==> config.mk <==
export PLATFORM = sky130hd
export DESIGN_NAME = ldm_seq
export DESIGN_NICKNAME = d
export VERILOG_FILES = /design/src/rtl/ldm_pkg.sv /design/src/rtl/ldm_rst_sync.sv /design/src/rtl/ldm_lowbit.sv /design/src/rtl/ldm_seq.sv
export SDC_FILE = /design/constraint.sdc
export NUM_CORES = 1
export LEC_CHECK = 0
export ABC_AREA = 1
export BUFFER_PORTS_ARGS = -buffer_cell sky130_fd_sc_hd__buf_2
export CAP_MARGIN = 0
export CELL_PAD_IN_SITES_DETAIL_PLACEMENT = 0
export CELL_PAD_IN_SITES_GLOBAL_PLACEMENT = 1
export CORE_ASPECT_RATIO = 1.4
export CORE_MARGIN = 8
export CORE_UTILIZATION = 29
export CTS_CLUSTER_SIZE = 30
export DETAILED_ROUTE_END_ITERATION = 7
export GPL_TIMING_DRIVEN = 0
export MAX_ROUTING_LAYER = met4
export PLACE_DENSITY_LB_ADDON = 0.1
export REMOVE_ABC_BUFFERS = 1
export SYNTH_ARGS = -nofsm -noshare
export SYNTH_HDL_FRONTEND = slang
export SYNTH_SLANG_ARGS = --single-unit
==> constraint.sdc <==
create_clock -name clk -period 2.4 [get_ports clk]
set_input_delay 0.48 -clock clk [delete_from_list [all_inputs] [get_ports clk]]
set_output_delay 0.48 -clock clk [all_outputs]
set_load 0.05 [all_outputs]
==> src/rtl/ldm_pkg.sv <==
package ldm_pkg;

  typedef enum logic {
    LDM_IDLE = 1'b0,
    LDM_RUN  = 1'b1
  } ldm_state_e;

endpackage

==> src/rtl/ldm_rst_sync.sv <==
module ldm_rst_sync #(
  parameter int STAGES = 2
) (
  input  logic clk,
  input  logic rst_n,
  output logic rst_q_n
);

  logic [STAGES-1:0] sync_q;

  always_ff @(posedge clk or negedge rst_n) begin
    if (!rst_n) begin
      sync_q <= '0;
    end else begin
      sync_q <= {sync_q[STAGES-2:0], 1'b1};
    end
  end

  assign rst_q_n = sync_q[STAGES-1];

endmodule

==> src/rtl/ldm_lowbit.sv <==
module ldm_lowbit #(
  parameter int W  = 16,
  localparam int IW = $clog2(W)
) (
  input  logic [W-1:0]  vec_i,
  output logic          found_o,
  output logic [IW-1:0] idx_o,
  output logic [W-1:0]  onehot_o
);

  always_comb begin
    found_o = |vec_i;
    idx_o   = '0;
    // scan from the top so the lowest set bit wins
    for (int i = W - 1; i >= 0; i--) begin
      if (vec_i[i]) idx_o = IW'(i);
    end
  end

  assign onehot_o = vec_i & (~vec_i + W'(1));

endmodule

==> src/rtl/ldm_seq.sv <==
module ldm_seq #(
  parameter int NREGS  = 16,
  parameter int AW     = 32,
  parameter int WORD_W = 32,
  parameter int BEAT_W = 64,
  localparam int IW    = $clog2(NREGS),
  localparam int NSLOT = BEAT_W / WORD_W
) (
  input  logic                clk,
  input  logic                rst_n,
  input  logic                start_i,
  input  logic [NREGS-1:0]    reglist_i,
  input  logic [AW-1:0]       base_i,
  input  logic                load_i,
  output logic [NSLOT-1:0]    slot_vld_o,
  output logic [NSLOT*IW-1:0] slot_reg_o,
  output logic [AW-1:0]       beat_addr_o,
  output logic                beat_load_o,
  output logic                alu_stall_o,
  output logic                done_o
);

  import ldm_pkg::*;

  localparam int WORD_LG = $clog2(WORD_W / 8);
  localparam int BEAT_LG = $clog2(BEAT_W / 8);
  localparam int OFFW    = BEAT_LG - WORD_LG;
  localparam int CNTW    = $clog2(NSLOT + 1);

  logic rst_q_n;

  ldm_state_e        state_q, state_d;
  logic [NREGS-1:0]  rem_q, rem_d;
  logic [AW-1:0]     addr_q, addr_d;
  logic              load_q;

  logic              running;
  logic              cap_en, state_en, rem_en, addr_en;
  logic              last_beat;
  logic [OFFW-1:0]   woff;
  logic [NREGS-1:0]  taken, rem_left;
  logic [CNTW-1:0]   nvld;

  logic [NREGS-1:0]  chain   [NSLOT+1];
  logic [NREGS-1:0]  oh      [NSLOT];
  logic [NREGS-1:0]  take    [NSLOT];
  logic [NSLOT-1:0]  found;
  logic [NSLOT-1:0]  slot_ok;
  logic [IW-1:0]     idx     [NSLOT];

  ldm_rst_sync #(.STAGES(2)) u_rst_sync (
    .clk     (clk),
    .rst_n   (rst_n),
    .rst_q_n (rst_q_n)
  );

  assign running  = (state_q == LDM_RUN);
  assign woff     = addr_q[BEAT_LG-1:WORD_LG];
  assign chain[0] = running ? rem_q : '0;

  // one picker per slot, each seeing the list minus earlier picks
  for (genvar s = 0; s < NSLOT; s++) begin : g_slot
    ldm_lowbit #(.W(NREGS)) u_pick (
      .vec_i    (chain[s]),
      .found_o  (found[s]),
      .idx_o    (idx[s]),
      .onehot_o (oh[s])
    );
    assign chain[s+1]          = chain[s] & ~oh[s];
    assign slot_ok[s]          = (int'(woff) + s) < NSLOT;
    assign slot_vld_o[s]       = found[s] & slot_ok[s];
    assign take[s]             = slot_vld_o[s] ? oh[s] : '0;
    assign slot_reg_o[s*IW +: IW] = idx[s];
  end

  always_comb begin
    taken = '0;
    nvld  = '0;
    for (int s = 0; s < NSLOT; s++) begin
      taken = taken | take[s];
      nvld  = nvld + CNTW'(slot_vld_o[s]);
    end
  end

  assign rem_left  = rem_q & ~taken;
  assign last_beat = running && (rem_left == '0);
  assign cap_en    = !running && start_i;

  // next-state logic
  always_comb begin
    state_d = state_q;
    unique case (state_q)
      LDM_IDLE: if (start_i)   state_d = LDM_RUN;
      LDM_RUN:  if (last_beat) state_d = LDM_IDLE;
      default:                 state_d = LDM_IDLE;
    endcase
  end

  assign state_en = cap_en | last_beat;
  assign rem_en   = cap_en | running;
  assign addr_en  = cap_en | (running && !last_beat);
  assign rem_d    = cap_en ? reglist_i : rem_left;
  assign addr_d   = cap_en ? base_i : (addr_q + (AW'(nvld) << WORD_LG));

  // registers
  always_ff @(posedge clk or negedge rst_q_n) begin
    if (!rst_q_n) begin
      state_q <= LDM_IDLE;
      rem_q   <= '0;
      addr_q  <= '0;
      load_q  <= 1'b0;
    end else begin
      if (state_en) state_q <= state_d;
      if (rem_en)   rem_q   <= rem_d;
      if (addr_en)  addr_q  <= addr_d;
      if (cap_en)   load_q  <= load_i;
    end
  end

  assign beat_addr_o = addr_q;
  assign beat_load_o = load_q;
  assign alu_stall_o = running;
  assign done_o      = last_beat;

endmodule

Word-level counts from Yosys, hierarchy flattened
Cells that the tools add are included.

Register bits after elaboration: 52. Latch bits: 0. Bits in writable memories: 0. Memory bits (read-only): 0. Input port bits: 52. Output and inout bits: 45. Word-level logic and storage cells: 75. Memories: 0.

Add/subtract/negate cells: 5. Multiply operators: 0. Divide/modulo/power cells: 0. $lt $le $gt $ge: 2. Equal/unequal tests: 0. Shift operators: 0. Mux-type cells: 40. Bitwise logic cells: 15. Reduce and logical (&&, ||, !) cells: 8.

Operator list (number): 4-bit 2-to-1 mux (32); 16-bit bitwise AND (4); 16-bit 2-to-1 mux (4); 16-bit inverter (4); 16-bit by 1-bit adder with 16-bit output, second input constant (2); 32-bit by 4-bit adder with 32-bit output (1); 32-bit 2-to-1 mux (1); 16-bit OR reduction (2); 16-bit zero test (1); 16-bit bitwise OR (1); 1-bit logical AND (3); 1-bit bitwise OR (3); 1-bit by 1-bit adder with 2-bit output (1); 1-bit by 1-bit adder with 2-bit output, second input constant (1); 1-bit bitwise AND (2); 1-bit zero test (2); 1-bit by 2-bit less-than comparator with 1-bit output, second input constant (1); 2-bit less-than comparator, second input constant (1); 1-bit 2-to-1 mux (2); 1-bit case mux with 2 select lines (1); 1-bit inverter (1).

Depth between registers and ports, before layout
Word-level depth: 22. Gate-level depth with buffers: 32. Depth with buffers taken out: 30.

By module
From an unflattened synthesis, not the netlist that was laid out.

Cell total of the unflattened synthesis: 792. Area, all modules: 4594.4 µm².

Modules (own cells, without submodules): ldm_seq (times used 1, cells each 645, area an instance 3852.4 µm², seq. area each 1251.2 µm²); ldm_lowbit (times used 2, cells each 72, area an instance 344.1 µm², seq. area each 0.0 µm²); ldm_rst_sync (times used 1, cells each 3, area an instance 53.8 µm², seq. area each 50.0 µm²).

Worst setup path after synthesis
Ideal clock, no wire load.

Path type: flip-flop to flip-flop. Start point: register state_q (netlist: alu_stall_o). End point: register addr_q[28] (netlist: beat_addr_o[28]). Library setup time: 66 ps. Arrival: 4370 ps. Data required time: 2334 ps. Path slack: -2036 ps. Cell stages (with the launch flop): 33. Path buffers: 2. Period minus slack after synthesis: 4436 ps. Cells stage by stage: dfrtp_1 buf_6 buf_6 nand2_2 nand2_1 inv_1 nand2_1 nor2_1 nand2_1 nand2_2 nand2_1 nor2_2 nand3_1 nand2_1 inv_1 ha_1 inv_1 fa_1 nor2_1 nand2_1 nor2_1 inv_1 nor2_1 nand2_1 nor2_1 nand2_1 nor2_1 nand2_1 nand2_1 nand2_1 o21ai_0 nand3_1 nand2_1.

RTL lines: start, declared (line ldm_seq.sv:32) `ldm_state_e state_q, state_d;`; start signal, assigned (line ldm_seq.sv:113) `if (state_en) state_q <= state_d;`; 16-bit 2-to-1 mux * (line ldm_seq.sv:59) `assign chain[0] = running ? rem_q : '0;`; 16-bit inverter (line ldm_lowbit.sv:20) `assign onehot_o = vec_i & (~vec_i + W'(1));`; 16-bit by 1-bit adder with 16-bit output (line ldm_lowbit.sv:20); 16-bit bitwise AND (line ldm_lowbit.sv:20); 16-bit inverter (line ldm_seq.sv:69) `assign chain[s+1] = chain[s] & ~oh[s];`; 16-bit bitwise AND * (line ldm_seq.sv:69); 16-bit OR reduction * (line ldm_lowbit.sv:12) `found_o = |vec_i;`; 1-bit bitwise AND * (line ldm_seq.sv:71) `assign slot_vld_o[s] = found[s] & slot_ok[s];`; net slot_vld_o[1] (line ldm_seq.sv:15) `output logic [NSLOT-1:0] slot_vld_o,`; parallel branches: the longest is 9 deep, another holds 32-bit by 4-bit adder with 32-bit output; end signal, assigned (line ldm_seq.sv:115) `if (addr_en) addr_q <= addr_d;`; end, declared (line ldm_seq.sv:34) `logic [AW-1:0] addr_q, addr_d;`.

Mark *: on every way through the listed nets, which the timed path passes. A chain may end at the register's enable or synchronous reset.

Worst setup path in the final report
Start point: register state_q (netlist: alu_stall_o). End point: register addr_q[28] (netlist: beat_addr_o[28]).

Cells in the longest elaborated chain, start to end: 18.

Ends and longest elaborated chain: 16-bit 2-to-1 mux (line ldm_seq.sv:59); 16-bit inverter (line ldm_lowbit.sv:20); 16-bit by 1-bit adder with 16-bit output (line ldm_lowbit.sv:20); 16-bit bitwise AND (line ldm_lowbit.sv:20); 16-bit inverter (line ldm_seq.sv:69); 16-bit bitwise AND (line ldm_seq.sv:69); 16-bit inverter (line ldm_lowbit.sv:20); 16-bit by 1-bit adder with 16-bit output (line ldm_lowbit.sv:20); [... 2 more ...]; 16-bit bitwise OR (line ldm_seq.sv:80) `taken = taken | take[s];`; 16-bit inverter (line ldm_seq.sv:85) `assign rem_left = rem_q & ~taken;`; 16-bit bitwise AND (line ldm_seq.sv:85); 16-bit zero test (line ldm_seq.sv:86) `assign last_beat = running && (rem_left == '0);`; 1-bit logical AND (line ldm_seq.sv:86); 1-bit zero test (line ldm_seq.sv:101) `assign addr_en = cap_en | (running && !last_beat);`; 1-bit logical AND (line ldm_seq.sv:101); 1-bit bitwise OR (line ldm_seq.sv:101).

Several ways; a longest one is shown, not always the timed one.

==> impl_metrics.sql <==
INSERT INTO impl_metrics (metric_group, metric, value, unit) VALUES
('clock_network', 'clk_path_buf_depth', '2', ''),
('drt', 'drt_pre_antenna_iters', '4', ''),
('hold_path', 'hold_path.class', 'register to async pin', ''),
('worst_setup_path', 'critPathRequiredTime', '2.64', 'ns'),
('layout', 'fin_nets', '893', ''),
('synthesis', 'ys_ff_latch', '52', ''),
('worst_setup_path', 'path_max_fanout', '5', ''),
('clock_network', 'clkLatencyLatePin', '0.30', 'ns'),
('worst_setup_path', 'critical_path_arrival', '3.83', 'ns'),
('sta', 'fin_crit', '3.60', 'ns'),
('grt', 'grt_overflow', '0', ''),
('synthesis', 'yosysSeqAreaShare', '0.309', ''),
('drt', 'detail_route.vias_per_cell', '4.85', ''),
('synthesis', 'dominantRegCellSynth', 'dfrtp_1', ''),
('outcome', 'violations', 'setup timing', ''),
('clock_network', 'cts.clk_slew.worst_paths', '0.08', 'ns'),
('layout', 'n_antenna_cell', '0', ''),
('sta', 'timing.final.ws_setup', '-1.20', 'ns'),
('floorplan', 'ports_placed_on_the_boundary', '97', ''),
('worst_setup_path', 'worst_path_most_repeated_cell', 'nor2_4', ''),
('sta', 'timing.fmax', '0.278', 'GHz'),
('floorplan', 'die_w', '118', 'um'),
('job', 'maxCapViolations', '0', ''),
('synthesis', 'post-synth-top-area-cell', 'dfrtp_1', ''),
('sta', 'timing.final.max_slew_violations', '0', ''),
('clock_network', 'cts_tree', 'done', ''),
('clock_network', 'ctsRootBufferMaster', 'clkbuf_16', ''),
('outcome', 'run_status', 'finished, violations left', ''),
('floorplan', 'std_cell_rows', '52', ''),
('grt', 'grt_pass1_wl', '25800', 'um'),
('worst_setup_path', 'slowest_stage_cell_cp', 'dfrtp_4', ''),
('layout', 'fillCellCount', '1546', ''),
('synthesis', 'top_cells_by_area_in_the_synthesized_netlist', 'dfrtp_1 31%, nand2_1 24%, nand3_1 8.1%, inv_1 6.1%, o21ai_0 5.0%', ''),
('sta', 'final.period_utilization', '1.50', ''),
('layout', 'fraction_of_layout_cells_with_a_size_suffix_above_1', '0.403', ''),
('placement', 'globalplace.congestion', '0.865', ''),
('worst_setup_path', 'worstSetupStartpointType', 'register', ''),
('synthesis', 'syn_avg_cell_area', '6.21', 'um2'),
('floorplan', 'dieArea', '18700', 'um2'),
('layout', 'seqCellArea', '1310', 'um2'),
('grt', 'initial_antenna_violation_count', '0', ''),
('clock_network', 'numClockSinks', '52', ''),
('synthesis', 'netlist-cell-type-count', '40', ''),
('drt', 'wirelength', '16700', 'um'),
('synthesis', 'synthArstFlopShare', '1.00', ''),
('floorplan', 'initial_core_util', '0.294', ''),
('clock_network', 'cts_max_level', '2', ''),
('synthesis', 'netlist_instances', '679', ''),
('synthesis', 'yosysMostFrequentCell', 'nand2_1', ''),
('sta', 'tightest_slew', '0.843', 'ns'),
('drt', 'route.met3.wl', '396', 'um'),
('drt', 'drc', '0', ''),
('sta', 'holdWs', '0.223', 'ns'),
('placement', 'port_buffers', '96', ''),
('drt', 'avgRoutedWirePerCell', '16.3', 'um'),
('grt', 'first_global_vias', '5152', ''),
('worst_setup_path', 'worstSetupEndpointType', 'register', ''),
('sta', 'timing.max_slew.rel_slack', '0.433', ''),
('synthesis', 'synth_edf_count', '0', ''),
('synthesis', 'synthesis.area', '4220', 'um2'),
('grt', 'grt_start_max_net_pins', '35', ''),
('drt', 'initialDrtViolationCount', '186', ''),
('drt', 'vias', '4982', ''),
('clock_network', 'cts_made_buffers', '5', ''),
('sta', 'setup-violations-final', '46', ''),
('sta', 'timing_hold_violations_final', '0', ''),
('placement', 'place.detailed.hpwl', '11300', 'um'),
('worst_setup_path', 'path_class', 'register to register', ''),
('drt', 'detailed_routed_wire_length_on_met2', '9270', 'um'),
('drt', 'postRouteAntennaNets', '0', ''),
('sta', 'skew_final', '0.00515', 'ns'),
('synthesis', 'post-synth-top-area-fraction', '0.309', ''),
('synthesis', 'yosys_warnings', '0', ''),
('placement', 'preCtsSetupSlack', '-3.65', 'ns'),
('floorplan', 'die_y', '159', 'um'),
('grt', 'global_route.usage.total', '0.178', ''),
('layout', 'syn_to_final_growth', '52.6', '%'),
('drt', 'routed.top_layer', 'met4', ''),
('drt', 'detail_route.wirelength.met1', '6590', 'um'),
('floorplan', 'core_area', '14300', 'um2'),
('sta', 'rsz0062_at_grt', 'yes', ''),
('layout', 'multiInputGateArea', '3140', 'um2'),
('worst_setup_path', 'crit_path_max_incr_delay', '0.47', 'ns'),
('synthesis', 'post_synth_top_cells', '265 x nand2_1, 69 x inv_1, 68 x nand3_1', '');
[logic make-up (layout without fill, tap and decap cells)]
| family | count (synthesis) | after routing | synth area share |
|---|---|---|---|
| adder cells (fa/ha/maj) | 3 | 3 | 0.0107 |
| AND/OR/NAND/NOR | 434 | 436 | 0.449 |
| flip-flops | 52 | 52 | 0.309 |
| other | 1 | 1 | 0.000890 |
| XOR/XNOR | 7 | 7 | 0.0145 |
| AO/OA/AOI/OAI | 81 | 81 | 0.111 |
| buffers and inverters | 101 | 259 | 0.105 |
[placed cells by master, fill, tap and decap left out, drive strengths merged, types with 3 or more instances in the layout]
cell type	instances
dfrtp	52
o21a	6
nand2	284
inv	73
a21oi	13
a31oi	10
nand4	9
nor4	3
nand3	71
nor3	12
nand3b	3
buf	173
clkbuf	7
xor2	5
o21ai	44
nor2	53
[flip-flops by register name (all words and copies together) (netlist names)]
register	flops
beat_addr_o	32
rem_q	16
u_rst_sync.sync_q	2
alu_stall_o	1
beat_load_o	1
[metal layers]
metal,GRT usage,vias to the layer above
li1,-,2484
met1,0.180,2378
met2,0.344,95
met3,0.0206,25
met4,0.0704,0
met5,-,-
[metrics by stage]
step | utilization | area [um2] | cells | TNS (ns)
after floorplan | - | 4050 | 653 | -98.33
after global placement | 0.333 | 4770 | 938 | -196.80
after detailed placement | 0.339 | 4850 | 941 | -93.78
after CTS | 0.416 | 5960 | 999 | -35.04
after global routing | 0.449 | 6430 | 1028 | -45.46
final | 0.449 | 6430 | 1028 | -36.45
[final cells by class]
class | count | share of cell area
flip-flops and latches | 52 | 0.203
repair buffers | 175 | 0.199
repair inverters | 1 | 0.00117
clock inverters | 2 | 0.00545
well taps | 189 | 0.0368
inverters | 75 | 0.0455
multi-input cells | 528 | 0.489
clock buffers | 6 | 0.0200
[critical path: cells and delay by family (launching register included)]
kind	cells	cell delay (ns)
compound gates	1	0.12
fa+ha+maj	2	0.56
buf+inv	5	0.41
flops	1	0.47
simple gates	23	1.94
[final timing paths]
check / slack, ns / start / depth (start not counted) / end
setup / recovery: -1.20 / alu_stall_o / 31 / beat_addr_o[28]
min in group clk: 0.36 / u_rst_sync.sync_q[0] / 0 / u_rst_sync.sync_q[1]
hold reg to reg: 0.22 / u_rst_sync.sync_q[1] / 0 / beat_addr_o[1]
setup reg to reg: -1.20 / alu_stall_o / 31 / beat_addr_o[28]
max in group asynchronous: 1.60 / u_rst_sync.sync_q[1] / 1 / rem_q[1]
hold / removal: 0.22 / u_rst_sync.sync_q[1] / 0 / beat_addr_o[1]
[repair_timing]
action,CTS,global route
gates cloned,2,1
hold buffers,1,0
gates resized for setup,158,84
setup buffers,47,28
pin swaps,43,63
endpoints found under the setup margin,61,52
hold endpoints to repair,2,0
Power is not shown: default switching activity piles up to over one toggle a cycle in this logic, so the estimate is an artifact.
